[src/rtl/mdio_pkg.sv]
package mdio_pkg;
  localparam int PRE_BITS   = 32;
  localparam int FRAME_BITS = 64;
  localparam int FLD_W      = 5;
  localparam int PAY_W      = 16;
  localparam int TA_FIRST   = 46;
  localparam int TA_SECOND  = 47;
  localparam int PAY_FIRST  = 48;
  localparam int IDX_W      = $clog2(FRAME_BITS);

  typedef enum logic [1:0] {
    RA_STAT = 2'd0,
    RA_CTRL = 2'd1,
    RA_REGA = 2'd2,
    RA_DATA = 2'd3
  } reg_sel_e;

  typedef enum logic [1:0] {
    K_ADDR  = 2'd0,
    K_WRITE = 2'd1,
    K_READ  = 2'd2
  } frame_kind_e;

  function automatic logic [FRAME_BITS-1:0] make_frame(
    input logic              ext,
    input frame_kind_e       kind,
    input logic [FLD_W-1:0]  phy,
    input logic [FLD_W-1:0]  dev,
    input logic [PAY_W-1:0]  pay
  );
    logic [1:0] st;
    logic [1:0] op;
    st = ext ? 2'b00 : 2'b01;
    case (kind)
      K_ADDR:  op = 2'b00;
      K_WRITE: op = 2'b01;
      default: op = ext ? 2'b11 : 2'b10;
    endcase
    return {{PRE_BITS{1'b1}}, st, op, phy, dev, 2'b10, pay};
  endfunction
endpackage

[src/rtl/mdio_clkgen.sv]
module mdio_clkgen #(
  parameter int DIV_W = 8
) (
  input  logic             clk,
  input  logic             rst_n,
  input  logic             run,
  input  logic [DIV_W-1:0] div,
  output logic             mdc,
  output logic             rise,
  output logic             fall
);
  localparam int CW = DIV_W + 1;

  logic [CW-1:0] half;
  logic [CW-1:0] cnt;
  logic          tick;

  always_comb begin
    half = (div == '0) ? CW'(2) : ({1'b0, div} + 1'b1);
    tick = run && (cnt == half - 1'b1);
    rise = tick && !mdc;
    fall = tick && mdc;
  end

  always_ff @(posedge clk) begin
    if (!rst_n || !run) begin
      cnt <= '0;
      mdc <= 1'b0;
    end else if (tick) begin
      cnt <= '0;
      mdc <= ~mdc;
    end else begin
      cnt <= cnt + 1'b1;
    end
  end

  assert_mdc_idle_low_R2: assert property (@(posedge clk) disable iff (!rst_n)
    !run |=> !mdc);

  assert_min_half_period_R2: assert property (@(posedge clk) disable iff (!rst_n)
    (run && $past(run) && (mdc != $past(mdc))) |-> ($past(mdc, 1) == $past(mdc, 2)));
endmodule

[src/rtl/mdio_frame.sv]
module mdio_frame
  import mdio_pkg::*;
(
  input  logic                  clk,
  input  logic                  rst_n,
  input  logic                  start,
  input  logic                  is_read,
  input  logic [FRAME_BITS-1:0] frame,
  input  logic                  rise,
  input  logic                  fall,
  input  logic                  mdc,
  input  logic                  mdio_i,
  output logic                  busy,
  output logic                  mdio_o,
  output logic                  mdio_oe,
  output logic                  rd_done,
  output logic [PAY_W-1:0]      rd_data,
  output logic                  rd_err
);
  logic [FRAME_BITS-1:0] shreg;
  logic [IDX_W-1:0]      idx;
  logic                  last;
  logic                  rise_q;
  logic                  rd_mode;

  always_comb begin
    mdio_o  = shreg[FRAME_BITS-1];
    mdio_oe = busy && !(rd_mode && (idx >= IDX_W'(TA_FIRST)));
    rd_done = busy && fall && last && rd_mode;
  end

  always_ff @(posedge clk) begin
    if (!rst_n) begin
      shreg   <= '1;
      idx     <= '0;
      last    <= 1'b0;
      rise_q  <= 1'b0;
      rd_mode <= 1'b0;
      busy    <= 1'b0;
      rd_data <= '0;
      rd_err  <= 1'b0;
    end else begin
      rise_q <= rise;
      if (start) begin
        busy    <= 1'b1;
        shreg   <= frame;
        idx     <= '0;
        last    <= 1'b0;
        rd_mode <= is_read;
        if (is_read) rd_err <= 1'b0;
      end else if (busy) begin
        if (rise) begin
          if (rd_mode && idx == IDX_W'(TA_SECOND) && mdio_i) rd_err <= 1'b1;
          if (rd_mode && idx >= IDX_W'(PAY_FIRST)) rd_data <= {rd_data[PAY_W-2:0], mdio_i};
          if (idx == IDX_W'(FRAME_BITS - 1)) last <= 1'b1;
        end
        if (rise_q && !last) begin
          shreg <= {shreg[FRAME_BITS-2:0], 1'b1};
          idx   <= idx + 1'b1;
        end
        if (fall && last) begin
          busy <= 1'b0;
          last <= 1'b0;
        end
      end
    end
  end

  assert_drive_after_rise_R8: assert property (@(posedge clk) disable iff (!rst_n)
    (busy && $past(busy) && mdio_oe && $past(mdio_oe) && (mdio_o != $past(mdio_o))) |-> mdc);

  assert_end_on_low_mdc_R9: assert property (@(posedge clk) disable iff (!rst_n)
    (!busy && $past(busy)) |-> !mdc);

  assert_start_mdc_low_R9: assert property (@(posedge clk) disable iff (!rst_n)
    (busy && !$past(busy)) |-> !mdc);
endmodule

[src/rtl/mdio_master.sv]
module mdio_master
  import mdio_pkg::*;
#(
  parameter int DIV_W     = 8,
  parameter int DIV_RESET = 4
) (
  input  logic        clk,
  input  logic        rst_n,
  input  logic        reg_wr,
  input  logic [1:0]  reg_addr,
  input  logic [15:0] reg_wdata,
  output logic [15:0] reg_rdata,
  output logic        mdc,
  output logic        mdio_o,
  output logic        mdio_oe,
  input  logic        mdio_i
);
  logic             ext_q;
  logic [DIV_W-1:0] div_q;
  logic [FLD_W-1:0] phy_q;
  logic [FLD_W-1:0] dev_q;
  logic [PAY_W-1:0] rega_q;
  logic [PAY_W-1:0] data_q;

  logic             busy, rise, fall, rd_done, rd_err;
  logic [PAY_W-1:0] rd_data;
  logic             wr_ok, start;
  frame_kind_e      kind;
  logic [FLD_W-1:0] phy_n, dev_n;
  logic [FRAME_BITS-1:0] frame;

  always_comb begin
    wr_ok = reg_wr && !busy;
    start = 1'b0;
    kind  = K_WRITE;
    phy_n = phy_q;
    dev_n = dev_q;
    if (wr_ok) begin
      case (reg_sel_e'(reg_addr))
        RA_CTRL: begin
          phy_n = reg_wdata[4:0];
          dev_n = reg_wdata[12:8];
          if (reg_wdata[15]) begin
            start = 1'b1;
            kind  = K_READ;
          end
        end
        RA_REGA: if (ext_q) begin
          start = 1'b1;
          kind  = K_ADDR;
        end
        RA_DATA: start = 1'b1;
        default: ;
      endcase
    end
    frame = make_frame(ext_q, kind, phy_n, dev_n,
                       (kind == K_READ) ? '0 : reg_wdata);
  end

  always_ff @(posedge clk) begin
    if (!rst_n) begin
      ext_q  <= 1'b0;
      div_q  <= DIV_W'(DIV_RESET);
      phy_q  <= '0;
      dev_q  <= '0;
      rega_q <= '0;
      data_q <= '0;
    end else begin
      if (wr_ok) begin
        case (reg_sel_e'(reg_addr))
          RA_STAT: begin
            ext_q <= reg_wdata[6];
            div_q <= reg_wdata[8 +: DIV_W];
          end
          RA_CTRL: begin
            phy_q <= phy_n;
            dev_q <= dev_n;
          end
          RA_REGA: rega_q <= reg_wdata;
          default: data_q <= reg_wdata;
        endcase
      end
      if (rd_done) data_q <= rd_data;
    end
  end

  always_comb begin
    case (reg_sel_e'(reg_addr))
      RA_STAT: reg_rdata = {8'(div_q), 1'b0, ext_q, 4'b0, rd_err, busy};
      RA_CTRL: reg_rdata = {3'b0, dev_q, 3'b0, phy_q};
      RA_REGA: reg_rdata = rega_q;
      default: reg_rdata = data_q;
    endcase
  end

  mdio_clkgen #(.DIV_W(DIV_W)) u_clk (
    .clk (clk),
    .rst_n(rst_n),
    .run (busy),
    .div (div_q),
    .mdc (mdc),
    .rise(rise),
    .fall(fall)
  );

  mdio_frame u_eng (
    .clk    (clk),
    .rst_n  (rst_n),
    .start  (start),
    .is_read(kind == K_READ),
    .frame  (frame),
    .rise   (rise),
    .fall   (fall),
    .mdc    (mdc),
    .mdio_i (mdio_i),
    .busy   (busy),
    .mdio_o (mdio_o),
    .mdio_oe(mdio_oe),
    .rd_done(rd_done),
    .rd_data(rd_data),
    .rd_err (rd_err)
  );

  assert_ctrl_ignored_R10: assert property (@(posedge clk) disable iff (!rst_n)
    (busy && reg_wr && reg_addr == RA_CTRL) |=> ($stable(phy_q) && $stable(dev_q)));

  assert_cfg_ignored_R10: assert property (@(posedge clk) disable iff (!rst_n)
    (busy && reg_wr && reg_addr == RA_STAT) |=> ($stable(div_q) && $stable(ext_q)));

  assert_rega_ignored_R10: assert property (@(posedge clk) disable iff (!rst_n)
    (busy && reg_wr && reg_addr == RA_REGA) |=> $stable(rega_q));
endmodule

[config.mk]
export PLATFORM = sky130hd
export DESIGN_NAME = mdio_master
export DESIGN_NICKNAME = d
export VERILOG_FILES = /design/src/rtl/mdio_pkg.sv /design/src/rtl/mdio_clkgen.sv /design/src/rtl/mdio_frame.sv /design/src/rtl/mdio_master.sv
export SDC_FILE = /design/constraint.sdc
export NUM_CORES = 1
export LEC_CHECK = 0
export BUFFER_PORTS_ARGS = -buffer_cell sky130_fd_sc_hd__clkbuf_2
export CAP_MARGIN = 20
export CORE_MARGIN = 2
export CORE_UTILIZATION = 52
export DETAILED_ROUTE_END_ITERATION = 8
export GPL_TIMING_DRIVEN = 0
export PLACE_DENSITY_LB_ADDON = 0.05
export SYNTH_ARGS = -nofsm -noshare
export SYNTH_HDL_FRONTEND = slang
export SYNTH_HIERARCHICAL = 1
export SYNTH_SLANG_ARGS = --single-unit
[constraint.sdc]
create_clock -name clk -period 4.4 [get_ports clk]
set_input_delay 0.22 -clock clk [delete_from_list [all_inputs] [get_ports clk]]
set_output_delay 0.22 -clock clk [all_outputs]
set_load 0.02 [all_outputs]
## Word-level counts from Yosys, hierarchy flattened

Cells that the tools add are included.

| storage, ports and cells | value |
|---|---|
| output and inout bits | 19 |
| flip-flop bits (word level) | 152 |
| input bits | 22 |

| cells by class | value |
|---|---|
| multiplexer cells | 34 |
| bitwise gates (word level) | 3 |
| equality and inequality tests | 10 |
| $add $sub $neg | 4 |
| $lt $le $gt $ge | 2 |
| reductions and logical operators | 42 |

Operators with widths:

| cell | count |
|---|---|
| 2-to-1 mux 32 bit | 3 |
| 2-to-1 mux 16 bit | 4 |
| one-hot mux 16 bit (3 select lines) | 1 |
| 2-to-1 mux 5 bit | 4 |
| 2-to-1 mux 1 bit | 16 |
| logical AND 1 bit | 14 |
| nonzero test 2 bit | 7 |
| equality test 6 bit, second input constant | 2 |
| greater-or-equal comparator 6 bit, second input constant | 2 |
| AND reduction 2 bit | 6 |
| adder 8 x 1 -> 9 bit, second input constant | 1 |
| adder 9 x 1 -> 9 bit, second input constant | 1 |
| equality test 9 bit | 1 |
| 2-to-1 mux 9 bit | 1 |
| subtractor 9 x 1 -> 9 bit, second input constant | 1 |
| logical NOT 8 bit | 1 |
| one-hot mux 2 bit (2 select lines) | 2 |
| AND reduction 4 bit | 2 |
| adder 6 x 1 -> 6 bit, second input constant | 1 |
| equality test 2 bit, second input constant | 3 |
| logical NOT 1 bit | 5 |
| equality test 2 x 1 -> 1 bit, second input constant | 2 |
| logical NOT 2 bit | 2 |
| 2-to-1 mux 2 bit | 2 |
| 7 further kinds | 11 |

## Depth between registers and ports, before layout

| depth | value |
|---|---|
| depth after elaboration | 11 |
| gate-level depth with buffers | 17 |

## Modules after synthesis

The synthesis kept the hierarchy.

By module, submodules not included:

| module | instances | cells each | area each (sq um) |
|---|---|---|---|
| mdio_frame | 1 | 476 | 4231.6 |
| mdio_master | 1 | 316 | 2660.1 |
| mdio_clkgen | 1 | 154 | 1186.1 |

## Worst setup path after synthesis

No wires, ideal clock.

| timing path | value |
|---|---|
| kind | flip-flop to flip-flop |
| start | register div_q[0] |
| end | register u_eng.rd_data[14] |
| data arrival time | 3.374 ns |
| buffers on the path | 2 |
| path slack | 0.955 ns |
| stages on the path, launching flop included | 16 |
| cells stage by stage | dfxtp_1 > inv_1 > ha_1 > nor4b_4 > and2_1 > buf_4 > o311ai_4 > mux2i_1 > mux2i_1 > or4_4 > or3_1 > inv_1 > nand4_1 > nor2_4 > buf_4 > mux2i_1 |

| between the ends | value |
|---|---|
| longest elaborated chain between the ends | 7 |

RTL lines:

| item | RTL line | RTL |
|---|---|---|
| start: declaration | mdio_master.sv:19 | `logic [DIV_W-1:0] div_q;` |
| start signal: assignment | mdio_master.sv:63 | `div_q <= DIV_W'(DIV_RESET);` |
| start signal: assignment | mdio_master.sv:73 | `div_q <= reg_wdata[8 +: DIV_W];` |
| adder 8 x 1 -> 9 bit / logical NOT 8 bit (equally long branches) | mdio_clkgen.sv:19 | `half = (div == '0) ? CW'(2) : ({1'b0, div} + 1'b1);` |
| 2-to-1 mux 9 bit (*) | mdio_clkgen.sv:19 |  |
| subtractor 9 x 1 -> 9 bit (*) | mdio_clkgen.sv:20 | `tick = run && (cnt == half - 1'b1);` |
| equality test 9 bit (*) | mdio_clkgen.sv:20 |  |
| logical AND 1 bit (*) | mdio_clkgen.sv:20 |  |
| logical AND 1 bit (*) | mdio_clkgen.sv:21 | `rise = tick && !mdc;` |
| via rise | mdio_master.sv:25 | `logic busy, rise, fall, rd_done, rd_err;` |
| AND reduction 4 bit (no line) (*) | -- |  |
| end signal: assignment | mdio_frame.sv:54 | `if (rd_mode && idx >= IDX_W'(PAY_FIRST)) rd_data <= {rd_data[PAY_W-2:0], mdio_i};` |
| end: declaration | mdio_frame.sv:17 | `output logic [PAY_W-1:0] rd_data,` |

The timed path passes the listed nets; every way through them passes the cells marked *.
A chain may end at the register's enable or synchronous reset.

## Final worst setup path

| timing path | value |
|---|---|
| start | register div_q[1] |
| end | register data_q[4] |

| between the ends | value |
|---|---|
| longest elaborated chain between the ends | 11 |

RTL lines:

| item | RTL line | RTL |
|---|---|---|
| adder 8 x 1 -> 9 bit / logical NOT 8 bit (equally long branches) | mdio_clkgen.sv:19 |  |
| 2-to-1 mux 9 bit (*) | mdio_clkgen.sv:19 |  |
| subtractor 9 x 1 -> 9 bit (*) | mdio_clkgen.sv:20 |  |
| equality test 9 bit (*) | mdio_clkgen.sv:20 |  |
| logical AND 1 bit (*) | mdio_clkgen.sv:20 |  |
| logical AND 1 bit (*) | mdio_clkgen.sv:22 | `fall = tick && mdc;` |
| via fall | mdio_master.sv:25 |  |
| logical AND 1 bit (*) (3 in a row) | mdio_frame.sv:29 | `rd_done = busy && fall && last && rd_mode;` |
| via rd_done | mdio_master.sv:25 |  |
| inequality test 2 x 1 -> 1 bit (no line) / nonzero test 2 bit (equally long branches) | -- |  |
| AND reduction 2 bit (no line) | -- |  |
| end signal: assignment | mdio_master.sv:80 | `default: data_q <= reg_wdata;` |
| end signal: assignment | mdio_master.sv:83 | `if (rd_done) data_q <= rd_data;` |
| end: declaration | mdio_master.sv:23 | `logic [PAY_W-1:0] data_q;` |

Marks and branches as above.

==> impl_results.html <==
<table>
<tr><th>Metric</th><th>Value</th></tr>
<tr><th colspan="2">Run status</th></tr>
<tr><td>Result of the run</td><td>finished, final reports clean</td></tr>
<tr><th colspan="2">Synth</th></tr>
<tr><td>Top cell type by total area after synthesis</td><td>sky130_fd_sc_hd__dfxtp_1</td></tr>
<tr><td>Flip-flop and latch count after synthesis</td><td>152</td></tr>
<tr><td>Number of enable flip-flop cells after synthesis</td><td>0</td></tr>
<tr><td>Top cells by area in the synthesized netlist</td><td>sky130_fd_sc_hd__dfxtp_1, sky130_fd_sc_hd__nor2b_1, sky130_fd_sc_hd__a221oi_1, sky130_fd_sc_hd__nand2_1, sky130_fd_sc_hd__mux2i_1</td></tr>
<tr><td>Synthesized instance count</td><td>946</td></tr>
<tr><td>Main synth FF type</td><td>sky130_fd_sc_hd__dfxtp_1</td></tr>
<tr><td>Number of warnings printed during yosys synthesis</td><td>6</td></tr>
<tr><td>Post-Syn Area per Cell</td><td>8.54 µm²</td></tr>
<tr><td>Proportion of synthesized chip area in sequential cells</td><td>37.7%</td></tr>
<tr><td>Fraction of post-synthesis cell area in the top cell type by area</td><td>37.7%</td></tr>
<tr><td>Proportion of synthesized flip-flops having asynchronous set or reset</td><td>0%</td></tr>
<tr><td>Synth unique cells</td><td>67</td></tr>
<tr><td>Post-synth design cell area</td><td>8080 µm²</td></tr>
<tr><th colspan="2">STA</th></tr>
<tr><td>Post-Route Setup TNS</td><td>0 ns</td></tr>
<tr><td>Final critical delay including setup and external delays</td><td>4.12 ns</td></tr>
<tr><td>Pin slew with the least headroom to its limit</td><td>0.654 ns</td></tr>
<tr><td>Worst-case headroom to the max-slew limit</td><td>55.8%</td></tr>
<tr><td>Final hold violations</td><td>0</td></tr>
<tr><td>Min Hold Slack</td><td>0.0385 ns</td></tr>
<tr><td>Total of endpoints with negative setup slack in the final report</td><td>0</td></tr>
<tr><td>Peak clock frequency supported by timing</td><td>243 MHz</td></tr>
<tr><td>Period Utilization, post-route</td><td>93.5%</td></tr>
<tr><td>Final Max Slew Viols</td><td>0</td></tr>
<tr><td>Final Skew</td><td>0.00934 ns</td></tr>
<tr><td>Setup repair after global routing missed its margin</td><td>false</td></tr>
<tr><th colspan="2">Route</th></tr>
<tr><td>Total Wirelength</td><td>20,600 µm</td></tr>
<tr><td>Number of detailed-routing iterations run before antenna repair</td><td>8</td></tr>
<tr><td>Iter 0 DRT Violations</td><td>551</td></tr>
<tr><td># DRC</td><td>0</td></tr>
<tr><td>Routed Antenna Nets</td><td>0</td></tr>
<tr><td>Post-detailed-route via-to-cell ratio</td><td>5.62</td></tr>
<tr><td>Number of vias after detailed routing</td><td>6,946</td></tr>
<tr><td>Routed len/inst</td><td>16.7 µm</td></tr>
<tr><th colspan="2">Clocking</th></tr>
<tr><td>Clock tree from TritonCTS</td><td>built</td></tr>
<tr><td>Hold Buf Count CTS</td><td>0</td></tr>
<tr><td>CTS H-tree lvls</td><td>4</td></tr>
<tr><td>Clock root buffer master</td><td>sky130_fd_sc_hd__clkbuf_16</td></tr>
<tr><td>Latest clock arrival within the worst-skew pair</td><td>0.43 ns</td></tr>
<tr><td>Sink Count</td><td>152</td></tr>
<tr><td>Total CTS buffers</td><td>17</td></tr>
<tr><td>Register clock-pin slew on the reported worst setup and hold paths</td><td>0.07 ns</td></tr>
<tr><td>Number of buffers between clock root and the deepest sink</td><td>2</td></tr>
<tr><th colspan="2">Placement</th></tr>
<tr><td>HPWL after DPL</td><td>14,700 µm</td></tr>
<tr><td>Routability-driven placement congestion ratio</td><td>0.885</td></tr>
<tr><td>Buffers on Ports</td><td>39</td></tr>
<tr><th colspan="2">Global route</th></tr>
<tr><td>Via count of the first global-routing pass</td><td>6,608</td></tr>
<tr><td>Overall fraction of global-route tracks in use</td><td>26.0%</td></tr>
<tr><td>GRT Residual Overflow</td><td>0</td></tr>
<tr><td>Antenna violations before repair</td><td>0</td></tr>
<tr><td>Maximum number of pins on one net before global-route repair</td><td>17</td></tr>
<tr><td>First-pass GRT wire length</td><td>34,100 µm</td></tr>
<tr><th colspan="2">Finish</th></tr>
<tr><td>Utilization after layout</td><td>60.9%</td></tr>
<tr><td>Share of layout cells above drive strength 1</td><td>12.6%</td></tr>
<tr><td>Layout-stage area growth over the synthesis result</td><td>14.7%</td></tr>
<tr><td>Number of antenna cells inserted</td><td>0</td></tr>
<tr><td>NumNets Final</td><td>1,069</td></tr>
<tr><th colspan="2">Floorplan</th></tr>
<tr><td>Die extent in x</td><td>129 µm</td></tr>
<tr><td>Total I/O pin count</td><td>41</td></tr>
<tr><td>FP Rows</td><td>45</td></tr>
<tr><td>Area of the placeable core</td><td>15,200 µm²</td></tr>
<tr><td>Die height</td><td>129 µm</td></tr>
<tr><td>Initial standard-cell utilization of the core</td><td>53.1%</td></tr>
<tr><td>Total die area</td><td>16,500 µm²</td></tr>
<tr><th colspan="2">Power and ir drop</th></tr>
<tr><td>Power per cell area</td><td>357 nW/µm²</td></tr>
<tr><td>Switching portion of total power</td><td>25.6%</td></tr>
<tr><td>Relative contribution of sequential cells to total power</td><td>43.8%</td></tr>
<tr><td>Internal Dissipation</td><td>2.46 mW</td></tr>
<tr><td>NetSw</td><td>0.847 mW</td></tr>
<tr><td>IR drop worst, VDD</td><td>347 µV</td></tr>
<tr><td>Power share of the combinational group</td><td>8.9%</td></tr>
<tr><td>Leakage power total</td><td>3.60 nW</td></tr>
<tr><td>Share of power burned in the clock network</td><td>47.3%</td></tr>
<tr><td>Total power after layout</td><td>3.30 mW</td></tr>
<tr><th colspan="2">Worst setup path</th></tr>
<tr><td>Worst path required time</td><td>4.71 ns</td></tr>
<tr><td>Worst setup path category</td><td>flip-flop to flip-flop</td></tr>
<tr><td>Largest fanout on the critical path</td><td>10</td></tr>
<tr><td>CP endpoint kind</td><td>flip-flop</td></tr>
<tr><td>Standard cell with the maximum stage delay on the critical path</td><td>sky130_fd_sc_hd__dfxtp_1</td></tr>
<tr><td>Startpoint kind of the worst setup timing path</td><td>flip-flop</td></tr>
<tr><td>Worst r2r path cells</td><td>17</td></tr>
<tr><td>Delay of the slowest critical-path stage</td><td>0.49 ns</td></tr>
<tr><td>Critical-path cell list</td><td>inv_1 -&gt; ha_1 -&gt; nor4b_4 -&gt; and2_1 -&gt; buf_4 -&gt; o311ai_4 -&gt; mux2i_1 -&gt; mux2i_1 -&gt; or4_4 -&gt; nor3b_4 -&gt; nand2_1 -&gt; nor2_1 -&gt; clkbuf_1 -&gt; inv_1 -&gt; clkbuf_1 -&gt; o21ai_0 -&gt; a21oi_1</td></tr>
<tr><td>Worst endpoint data arrival time</td><td>4.42 ns</td></tr>
<tr><th colspan="2">Min path</th></tr>
<tr><td>Cell depth of the worst hold path</td><td>3</td></tr>
<tr><td>Tightest Hold Check Type</td><td>input pin to flip-flop</td></tr>
<tr><th colspan="2">Flow run</th></tr>
<tr><td>Count of maximum capacitance violations</td><td>0</td></tr>
</table>
## through the flow
step           cell area [µm²]  setup WS, ns  cells
6_report                  9260         0.284   1237
5_1_grt                   9260        0.0495   1237
4_1_cts                   9260         0.132   1238
3_5_place_dp              8630       -0.0365   1206
3_3_place_gp              8630       -0.0365   1206
2_1_floorplan             8200         0.955    979
## routing by layer
layer	share of wire, %	GRT usage, %	vias to the layer above
met5	0	0	-
li1	-	-	3503
met4	1.2	6.59	0
met2	46	41.8	134
met3	3.6	5.11	18
met1	49	36.1	3291
## layout by cell type, fill, tap and decap left out, drive strengths merged, types with 11 or more instances in the layout
master  synthesis  final
a21oi          46     46
inv            18     29
dfxtp         152    152
a21boi         18     18
ha             11     11
nand3          11     11
and2           16     16
mux2i          36     36
a221oi         57     57
nor2           34     34
buf            38     38
o21ai          90     90
nor2b         138    138
conb            2     35
clkbuf         45    100
nand2         100    100
xor2           12     12
## power by group through the flow
stage	combinational [mW]	clock, mW	sequential, mW
floorplan	0.211	0	1.47
global placement	0.291	0	1.48
detailed placement	0.292	0	1.48
CTS	0.294	1.58	1.45
global route	0.324	1.63	1.45
finish	0.295	1.56	1.45
## final cells by class
type                    instances  area (µm²)
plain buffers                  82         408
clock buffers                  17         425
clock inverters                15         196
fillers                      1428        5940
inverters                      18        67.6
multi-input cells             726        4690
flip-flops and latches        152        3040
well taps                     188         235
repair buffers                 39         195
## registers in the layout, indices dropped and copies added, names as in the netlist, 5 cells and up
signal,cells
data_q,16
dev_q,5
div_q,8
phy_q,5
rega_q,16
u_clk/cnt,9
u_eng/idx,6
u_eng/rd_data,16
u_eng/shreg,64
## critical path, delay by kind of cell (launching register included)
family,cells,cell delay (ns)
compound gates,3,0.73
fa+ha+maj,1,0.19
buf+inv,5,0.93
flops,1,0.49
mux,2,0.34
simple gates,6,1.33
## path summary, 6_finish.rpt
kind / startpoint / end / slack (ns)
worst min-delay path: mdio_i / u_eng/rd_data[0] / 0.04
worst max-delay path: div_q[1] / data_q[4] / 0.28
worst max register to register: div_q[1] / data_q[4] / 0.28
worst min register to register: data_q[9] / data_q[9] / 0.45
## cells in the mapped netlist, drive strengths merged (8+ instances only)
master,number
mux2,10
a21boi,18
a311oi,8
nor2b,138
xnor2,8
nand3,11
xor2,12
o21ai,90
a221oi,57
mux2i,36
a22oi,8
and2,16
a21oi,46
buf,38
nor2,34
inv,18
dfxtp,152
clkbuf,45
ha,11
nand2,100
## logic make-up after synthesis
group	Yosys count	synth area share, %
and+or+nand+nor	356	24.8
AOI/OAI and AO/OA	258	21.4
DFF	152	37.7
buffers and inverters	101	5.93
muxes	46	6.27
xor gates and xnor gates	20	2.17
adders and majority gates	11	1.70
other	2	0.0930
## repair_timing
| action | 4_1_cts | 5_1_grt |
|---|---|---|
| buffers inserted | 0 | 0 |
| hold endpoints to repair | 0 | 0 |
| gates resized for setup | 1 | 2 |
| endpoints found under the setup margin | 7 | 11 |
Power figures use the tool's default switching activity.
